<file path="src/rtl/lfe_pkg.sv">
package lfe_pkg;
  typedef enum logic {
    ST_IDLE  = 1'b0,
    ST_FETCH = 1'b1
  } lfe_state_t;
endpackage

</file>
<file path="src/rtl/lfe_seq.sv">
// Beat sequencer: accepts a request, walks the wrapped burst, flags events.
module lfe_seq
  import lfe_pkg::*;
#(
  parameter int ADDR_W = 32,
  parameter int DATA_W = 32,
  parameter int BEATS  = 4,
  localparam int OFFB  = $clog2(DATA_W / 8),
  localparam int WB    = $clog2(BEATS),
  localparam int LOWB  = OFFB + WB
) (
  input  logic              clk,
  input  logic              rst,
  input  logic              req_valid,
  input  logic [ADDR_W-1:0] req_addr,
  input  logic              req_line,
  output logic              req_ready,
  output logic              bus_req,
  output logic [ADDR_W-1:0] bus_addr,
  output logic              bus_burst,
  input  logic              bus_ack,
  input  logic              bus_err,
  output logic              ev_ack,
  output logic              ev_err,
  output logic              ev_first,
  output logic              ev_last,
  output logic              ev_line,
  output logic [WB-1:0]     ev_slot,
  output logic [ADDR_W-1:0] cur_addr,
  output logic [ADDR_W-LOWB-1:0] line_tag
);
  lfe_state_t        state;
  logic [WB-1:0]     beat;
  logic              line_q;
  logic [ADDR_W-1:0] base_q;
  logic [ADDR_W-1:0] addr_q;
  logic [WB-1:0]     slot_now;
  logic [WB-1:0]     slot_nxt;
  logic [ADDR_W-1:0] next_addr;
  logic [ADDR_W-1:0] start_addr;

  always_comb begin
    slot_now   = base_q[OFFB +: WB] + beat;
    slot_nxt   = slot_now + WB'(1);
    ev_ack     = (state == ST_FETCH) && bus_ack;
    ev_err     = (state == ST_FETCH) && bus_err && !bus_ack;
    ev_first   = (beat == '0);
    ev_last    = !line_q || (beat == WB'(BEATS - 1));
    next_addr  = {base_q[ADDR_W-1:LOWB], slot_nxt, {OFFB{1'b0}}};
    start_addr = req_line ? {req_addr[ADDR_W-1:OFFB], {OFFB{1'b0}}} : req_addr;
  end

  always_ff @(posedge clk) begin
    if (rst) begin
      state  <= ST_IDLE;
      beat   <= '0;
      line_q <= 1'b0;
      base_q <= '0;
      addr_q <= '0;
    end else begin
      case (state)
        ST_IDLE: begin
          if (req_valid) begin
            state  <= ST_FETCH;
            beat   <= '0;
            line_q <= req_line;
            base_q <= req_addr;
            addr_q <= start_addr;
          end
        end
        default: begin
          if (ev_ack) begin
            if (ev_last) begin
              state <= ST_IDLE;
            end else begin
              beat   <= beat + WB'(1);
              addr_q <= next_addr;
            end
          end else if (ev_err) begin
            state <= ST_IDLE;
          end
        end
      endcase
    end
  end

  assign req_ready = (state == ST_IDLE);
  assign bus_req   = (state == ST_FETCH);
  assign bus_addr  = addr_q;
  assign bus_burst = line_q;
  assign ev_line   = line_q;
  assign ev_slot   = slot_now;
  assign cur_addr  = base_q;
  assign line_tag  = base_q[ADDR_W-1:LOWB];
endmodule

</file>
<file path="src/rtl/lfe_line_buf.sv">
// Line assembly buffer: one word register per slot, write strobe on completion.
module lfe_line_buf #(
  parameter int ADDR_W = 32,
  parameter int DATA_W = 32,
  parameter int BEATS  = 4,
  localparam int OFFB  = $clog2(DATA_W / 8),
  localparam int WB    = $clog2(BEATS),
  localparam int LOWB  = OFFB + WB
) (
  input  logic                    clk,
  input  logic                    rst,
  input  logic                    ev_ack,
  input  logic                    ev_line,
  input  logic                    ev_last,
  input  logic [WB-1:0]           ev_slot,
  input  logic [DATA_W-1:0]       bus_data,
  input  logic [ADDR_W-LOWB-1:0]  line_tag,
  output logic                    cache_we,
  output logic [ADDR_W-1:0]       cache_addr,
  output logic [BEATS*DATA_W-1:0] cache_line
);
  logic fill_done;
  assign fill_done = ev_ack && ev_line && ev_last;

  for (genvar g = 0; g < BEATS; g++) begin : g_word
    logic [DATA_W-1:0] word_q;
    always_ff @(posedge clk) begin
      if (ev_ack && ev_line && (ev_slot == WB'(g))) word_q <= bus_data;
    end
    assign cache_line[g*DATA_W +: DATA_W] = word_q;
  end

  always_ff @(posedge clk) begin
    if (rst) begin
      cache_we   <= 1'b0;
      cache_addr <= '0;
    end else begin
      cache_we <= fill_done;
      if (fill_done) cache_addr <= {line_tag, {LOWB{1'b0}}};
    end
  end
endmodule

</file>
<file path="src/rtl/lfe_resp.sv">
// Core response: critical operand forwarding and exception request.
module lfe_resp #(
  parameter int ADDR_W = 32,
  parameter int DATA_W = 32
) (
  input  logic              clk,
  input  logic              rst,
  input  logic              ev_ack,
  input  logic              ev_err,
  input  logic              ev_first,
  input  logic [DATA_W-1:0] bus_data,
  input  logic [ADDR_W-1:0] cur_addr,
  output logic              op_valid,
  output logic [DATA_W-1:0] op_data,
  output logic              exc_req,
  output logic [ADDR_W-1:0] exc_addr
);
  always_ff @(posedge clk) begin
    if (rst) begin
      op_valid <= 1'b0;
      exc_req  <= 1'b0;
      op_data  <= '0;
      exc_addr <= '0;
    end else begin
      op_valid <= ev_ack && ev_first;
      exc_req  <= ev_err && ev_first;
      if (ev_ack && ev_first) op_data <= bus_data;
      if (ev_err && ev_first) exc_addr <= cur_addr;
    end
  end
endmodule

</file>
<file path="src/rtl/line_fill_err_ctrl.sv">
module line_fill_err_ctrl #(
  parameter int ADDR_W = 32,
  parameter int DATA_W = 32,
  parameter int BEATS  = 4,
  localparam int OFFB  = $clog2(DATA_W / 8),
  localparam int WB    = $clog2(BEATS),
  localparam int LOWB  = OFFB + WB
) (
  input  logic                    clk,
  input  logic                    rst,
  input  logic                    req_valid,
  input  logic [ADDR_W-1:0]       req_addr,
  input  logic                    req_line,
  output logic                    req_ready,
  output logic                    bus_req,
  output logic [ADDR_W-1:0]       bus_addr,
  output logic                    bus_burst,
  input  logic                    bus_ack,
  input  logic                    bus_err,
  input  logic [DATA_W-1:0]       bus_data,
  output logic                    op_valid,
  output logic [DATA_W-1:0]       op_data,
  output logic                    cache_we,
  output logic [ADDR_W-1:0]       cache_addr,
  output logic [BEATS*DATA_W-1:0] cache_line,
  output logic                    exc_req,
  output logic [ADDR_W-1:0]       exc_addr
);
  logic                   ev_ack, ev_err, ev_first, ev_last, ev_line;
  logic [WB-1:0]          ev_slot;
  logic [ADDR_W-1:0]      cur_addr;
  logic [ADDR_W-LOWB-1:0] line_tag;

  lfe_seq #(.ADDR_W(ADDR_W), .DATA_W(DATA_W), .BEATS(BEATS)) u_seq (
    .clk(clk), .rst(rst),
    .req_valid(req_valid), .req_addr(req_addr), .req_line(req_line), .req_ready(req_ready),
    .bus_req(bus_req), .bus_addr(bus_addr), .bus_burst(bus_burst),
    .bus_ack(bus_ack), .bus_err(bus_err),
    .ev_ack(ev_ack), .ev_err(ev_err), .ev_first(ev_first), .ev_last(ev_last),
    .ev_line(ev_line), .ev_slot(ev_slot), .cur_addr(cur_addr), .line_tag(line_tag)
  );

  lfe_line_buf #(.ADDR_W(ADDR_W), .DATA_W(DATA_W), .BEATS(BEATS)) u_buf (
    .clk(clk), .rst(rst),
    .ev_ack(ev_ack), .ev_line(ev_line), .ev_last(ev_last), .ev_slot(ev_slot),
    .bus_data(bus_data), .line_tag(line_tag),
    .cache_we(cache_we), .cache_addr(cache_addr), .cache_line(cache_line)
  );

  lfe_resp #(.ADDR_W(ADDR_W), .DATA_W(DATA_W)) u_resp (
    .clk(clk), .rst(rst),
    .ev_ack(ev_ack), .ev_err(ev_err), .ev_first(ev_first),
    .bus_data(bus_data), .cur_addr(cur_addr),
    .op_valid(op_valid), .op_data(op_data), .exc_req(exc_req), .exc_addr(exc_addr)
  );
endmodule

</file>
<file path="config.mk">
export PLATFORM = sky130hd
export DESIGN_NAME = line_fill_err_ctrl
export DESIGN_NICKNAME = d
export VERILOG_FILES = /design/src/rtl/lfe_pkg.sv /design/src/rtl/lfe_seq.sv /design/src/rtl/lfe_line_buf.sv /design/src/rtl/lfe_resp.sv /design/src/rtl/line_fill_err_ctrl.sv
export SDC_FILE = /design/constraint.sdc
export NUM_CORES = 1
export LEC_CHECK = 0
export ABC_AREA = 1
export BUFFER_PORTS_ARGS = -buffer_cell sky130_fd_sc_hd__buf_2
export CORE_MARGIN = 1.5
export CORE_UTILIZATION = 54
export CTS_CLUSTER_DIAMETER = 60
export DETAILED_ROUTE_END_ITERATION = 10
export GPL_TIMING_DRIVEN = 0
export PLACE_DENSITY = 0.89
export SLEW_MARGIN = 5
export SYNTH_ARGS = -nofsm -noshare
export SYNTH_HDL_FRONTEND = slang
export SYNTH_SLANG_ARGS = --single-unit
</file>
<file path="constraint.sdc">
create_clock -name clk -period 7.8 [get_ports clk]
set_clock_uncertainty 0.05 [all_clocks]
set_input_delay 1.17 -clock clk [delete_from_list [all_inputs] [get_ports clk]]
set_output_delay 1.17 -clock clk [all_outputs]
set_load 0.02 [all_outputs]
</file>
## Yosys cells after proc, flatten, opt, wreduce, memory -nomap -nowiden

Index checks and enable logic that the tools add are counted.

| word-level totals | value |
|---|---|
| register bits after elaboration | 291 |
| input bits | 70 |
| output and inout bits | 262 |
| word-level logic and storage cells | 58 |

| operators by class | value |
|---|---|
| $add $sub $neg | 3 |
| eq/ne operators | 6 |
| muxes and demuxes | 14 |
| bitwise operators | 1 |
| reduce and logical (&&, ||, !) cells | 19 |

Operators by type and width:

| operator | number |
|---|---|
| $mux W32 | 4 |
| $logic_and A1 B1 Y1 | 11 |
| $mux W2 | 5 |
| $eq A2 B2 Y1 const B | 3 |
| $mux W1 | 5 |
| $add A2 B1 Y2 const B | 2 |
| $logic_not A2 Y1 | 2 |
| $reduce_and A3 Y1 | 1 |
| $add A2 B2 Y2 | 1 |
| $eq A2 B1 Y1 const B | 1 |
| $logic_not A1 Y1 | 2 |
| $ne A2 B1 Y1 const B | 1 |
| $ne A2 B2 Y1 const B | 1 |
| $reduce_and A2 Y1 | 1 |
| $reduce_bool A2 Y1 | 1 |
| $logic_or A1 B1 Y1 | 1 |
| $not A1 Y1 | 1 |

## Longest topological paths before layout

| logic depth | value |
|---|---|
| depth in word-level cells | 5 |
| mapped depth | 10 |
| depth with buffers taken out | 9 |

## Modules after synthesis

Synthesis repeated with hierarchy kept, for this count alone.

| unflattened totals | value |
|---|---|
| cells, all modules | 1121 |
| area total of the unflattened synthesis | 10826.6 um2 |

By module, submodules not included:

| module | instances | cells each | area an instance (um2) | seq. area each (um2) |
|---|---|---|---|---|
| lfe_line_buf | 1 | 320 | 5084.9 | 4424.2 |
| lfe_seq | 1 | 390 | 3060.4 | 1361.3 |
| lfe_resp | 1 | 411 | 2681.3 | 1321.3 |

## Least setup slack after synthesis

OpenSTA, ideal clock, no wires.

| timing path | value |
|---|---|
| kind | in2reg |
| start | input bus_ack |
| end | register u_buf.g_word[1].word_q[0], enable pin |
| setup time | 0.461 ns |
| arrival | 3.656 ns |
| data required time | 7.289 ns |
| setup slack | 3.632 ns |
| stages on the path | 4 |
| buffers on the path | 0 |
| path through | nand2_2 -> nor2_2 -> inv_1 -> nor3_1 |

| between the ends | value |
|---|---|
| cells in the longest elaborated chain, start to end | 3 |

Ends and longest elaborated chain:

| item | RTL line | RTL |
|---|---|---|
| start: declaration | line_fill_err_ctrl.sv:18 | `input logic bus_ack,` |
| $logic_and A1 B1 Y1 | lfe_seq.sv:45 | `ev_ack = (state == ST_FETCH) && bus_ack;` |
| $logic_and A1 B1 Y1 (2 in series) | lfe_line_buf.sv:28 | `if (ev_ack && ev_line && (ev_slot == WB'(g))) word_q <= bus_data;` |
| end signal: assignment | lfe_line_buf.sv:28 |  |
| end: declaration | lfe_line_buf.sv:26 | `logic [DATA_W-1:0] word_q;` |

No other way between the ends.
A chain may end at the register's enable or synchronous reset.

## Worst setup path after layout

| timing path | value |
|---|---|
| start | register u_seq.state, in the netlist u_seq.bus_req |
| end | output req_ready |

| between the ends | value |
|---|---|
| cells in the longest elaborated chain, start to end | 1 |

Ends and longest elaborated chain:

| item | RTL line | RTL |
|---|---|---|
| start: declaration | lfe_seq.sv:32 | `lfe_state_t state;` |
| start signal: assignment | lfe_seq.sv:55 | `state <= ST_IDLE;` |
| start signal: assignment | lfe_seq.sv:64 | `state <= ST_FETCH;` |
| start signal: assignment | lfe_seq.sv:74 | `state <= ST_IDLE;` |
| $not A1 Y1 (no source line) | n/a |  |
| end: declaration | line_fill_err_ctrl.sv:14 | `output logic req_ready,` |

No other way between the ends.

==> summary.txt <==
Placed design
  – Area after DPL: about 12000 sq um
  – Routability cong.: 0.867
  – DP Wirelength: 21000 um
  – Pre-CTS setup slack: approximately 4.6 ns
  – I/O Buffers: about 330

Clocking
  – CTS Buf Count: 28
  – Post-CTS Setup Inserts: 0
  – Clock-pin slew on the worst setup and hold paths: around 0.060 ns
  – Skew-Pair Late Insertion Delay: 0.53 ns
  – Clk buf depth: 3
  – Hold Buf Count CTS: 0
  – H-tree depth: 1
  – Clock sinks: between 200 and 300
  – Root buf cell: clkbuf_16
  – CTS resizes: 0
  – CTS tree: yes

Power
  – Leakage power: 0.00552 uW
  – PwrDens: 257 nW/um^2
  – Worst vdd ir: between 0.00015 and 0.0002 V

STA
  – Slew Limit Headroom: 0.637
  – Slew Limit Fails: 0
  – Max Fclk: 352 MHz
  – Worst setup margin: 4.96 ns
  – Final setup viols: 0
  – Hold_ws: 0.409 ns
  – Final TNS setup: 0 ns
  – RSZ-0062 raised after global routing: false
  – Final worst path period share: 0.364
  – Final Hold Viols: 0
  – Final Critical Period: approximately 2.8 ns
  – Slew @ Worst Pin: around 0.55 ns

Global route
  – GRT Residual Overflow: 0
  – Largest net degree at the start of global routing: 30
  – M2 GR Usage: 0.523
  – Met1 Use GR: 0.351
  – Gr usage total: 0.298
  – First-pass GRT wire length: approximately 45000 um
  – Met3 Usage GRT: 0.0642
  – Initial antenna violation count: 3
  – Number of global-route vias before repair: 8053
  – Grt peak-use layer: met2

Critical path
  – Startpoint Class: flip-flop
  – Most common cell on crit path: buf_2
  – Slowest CP cell: dfxtp_1
  – Required @ worst endpoint: about 6.6 ns
  – CP peak stage delay: ~0.31 ns
  – Worst Path Max Fanout: 10
  – CP Cell Sequence: buf_4 > inv_4 > buf_2 > buf_2
  – Critical path class: flip-flop to output port
  – Worst EP arrival: 1.62 ns
  – CP Capture Type: output port

Routing
  – Antenna viol nets, final: 0
  – Total number of vias: 8354
  – DR WL/cell: 19.3 um
  – WL final: 29600 um
  – Via-to-Cell Ratio: 5.46
  – First-pass DRT Iterations: 7
  – DR DRC count: 0
  – 1st-iter DRT viols: ~650

Synthesis
  – Post-synth top area share: 0.387
  – Synthesized cell area: 9930 sq um
  – Post-synth cell types: 24
  – Yosys warns: 0
  – Top_reg_cell synth: dfxtp_1
  – Async SR Flop Fraction: 0
  – Count leader, synth: nor2_1
  – #FFs+latches synth: 291
  – Synth Instances: 910
  – Register area share after synthesis: 0.715
  – Commonest cells post-synth: nor2_1 (187), dfxtp_1 (163), edfxtp_1 (128), o21ai_0 (106), nand2_1 (102)
  – Biggest area consumer among synthesized cells: edfxtp_1
  – Post-Syn Area per Cell: roughly 11 sq um
  – Post-synth EDFFs: 128
  – Most area-consuming cells after synthesis: edfxtp_1 (39%), dfxtp_1 (33%), nor2_1 (7.1%)

Hold path
  – Worst min path class: flip-flop to flip-flop

Layout
  – Design area: 13000 sq um
  – Share of cells above drive strength 1: 0.333
  – Multi-input gate area: 2450 sq um
  – Layout fillers: 1226
  – # nets final: 1348
  – Area grow syn2layout: 30.6%
  – FF+latch area: 7110 sq um
  – Fin util: 0.720

Die
  – Die width: roughly 140 um
  – Starting Density: 0.551
  – Row Count: about 50
  – Std-Cell Core Area: about 18000 sq um
  – Io pins: between 300 and 400
  – Chip height: 139 um
  – Die ar.: 19200 sq um

Run status
  – Outcome: complete, no violations

Flow run
  – Max_cap viols: 0
[flip-flops by register name, summed over array words and instances, names as in the netlist]
| register | count |
|---|---|
| u_buf.g_word.word_q | 128 |
| u_resp.exc_addr | 32 |
| u_resp.op_data | 32 |
| u_seq.bus_addr | 32 |
| u_seq.cur_addr | 32 |
| u_buf.cache_addr | 28 |
| u_seq.beat | 2 |
| u_buf.cache_we | 1 |
| u_resp.exc_req | 1 |
| u_resp.op_valid | 1 |
| u_seq.bus_burst | 1 |
| u_seq.bus_req | 1 |
[power breakdown]
part / internal (uW) / switching (uW) / leakage, uW
logic: 82.2 / 178 / 0.00256
clock network: 846 / 569 / 0.000468
registers: 1630 / 30.2 / 0.00248
[through the flow]
step | std cells | total power [uW]
6_report | 1529 | 3340
5_1_grt | 1529 | 3440
4_1_cts | 1526 | 3350
3_5_place_dp | 1474 | 1950
3_3_place_gp | 1468 | 1940
2_1_floorplan | 913 | 1840
[critical path, delay by kind of cell (launching register included)]
kind	cells	cell delay, ns
buf+inv	4	0.78
flops	1	0.31
[cells in the final DEF (no fill, tap or decap), types with 14 or more instances in the layout]
cell type / Yosys / routed
a21oi_1: 39 / 39
a31oi_1: 29 / 29
buf_2: 15 / 341
buf_4: 13 / 14
clkbuf_1: 27 / 29
clkbuf_16: 0 / 29
dfxtp_1: 163 / 163
edfxtp_1: 128 / 128
inv_1: 14 / 14
nand2_1: 102 / 102
nand3_1: 40 / 40
nor2_1: 187 / 184
o21ai_0: 106 / 106
o21ai_1: 21 / 21
[area by class of cell]
| class | instances | area share |
|---|---|---|
| tap | 229 | 0.0221 |
| clock buffer | 31 | 0.0565 |
| antenna | 3 | 0.000579 |
| clock inverter | 21 | 0.0189 |
| buffer | 62 | 0.0262 |
| multi-input combinational | 541 | 0.189 |
| timing repair buffer | 332 | 0.133 |
| inverter | 19 | 0.00569 |
| sequential | 291 | 0.548 |
[layer usage]
metal | vias up | wire [um]
met3 | 88 | 2660
met1 | 3947 | 10700
li1 | 3825 | -
met2 | 494 | 14800
met4 | 0 | 1440
met5 | - | 0
[final timing paths]
kind	startpoint	endpoint	slack, ns	cells past startpoint
max	u_seq.bus_req	req_ready	4.96	4
min	u_resp.op_data[31]	u_resp.op_data[31]	0.41	2
max reg2reg	u_seq.bus_req	u_buf.g_word[1].word_q[26]	5.41	8
min reg2reg	u_resp.op_data[31]	u_resp.op_data[31]	0.41	2
[cells by family after synthesis]
group / Yosys count / share of synthesized area
AND/OR/NAND/NOR: 339 / 0.137
flip-flops: 291 / 0.715
AO/OA/AOI/OAI: 195 / 0.102
buffers and inverters: 81 / 0.0417
adder cells (fa/ha/maj): 3 / 0.00378
other: 1 / 0.000378
Note: power is estimated with default switching activity, not from simulation.
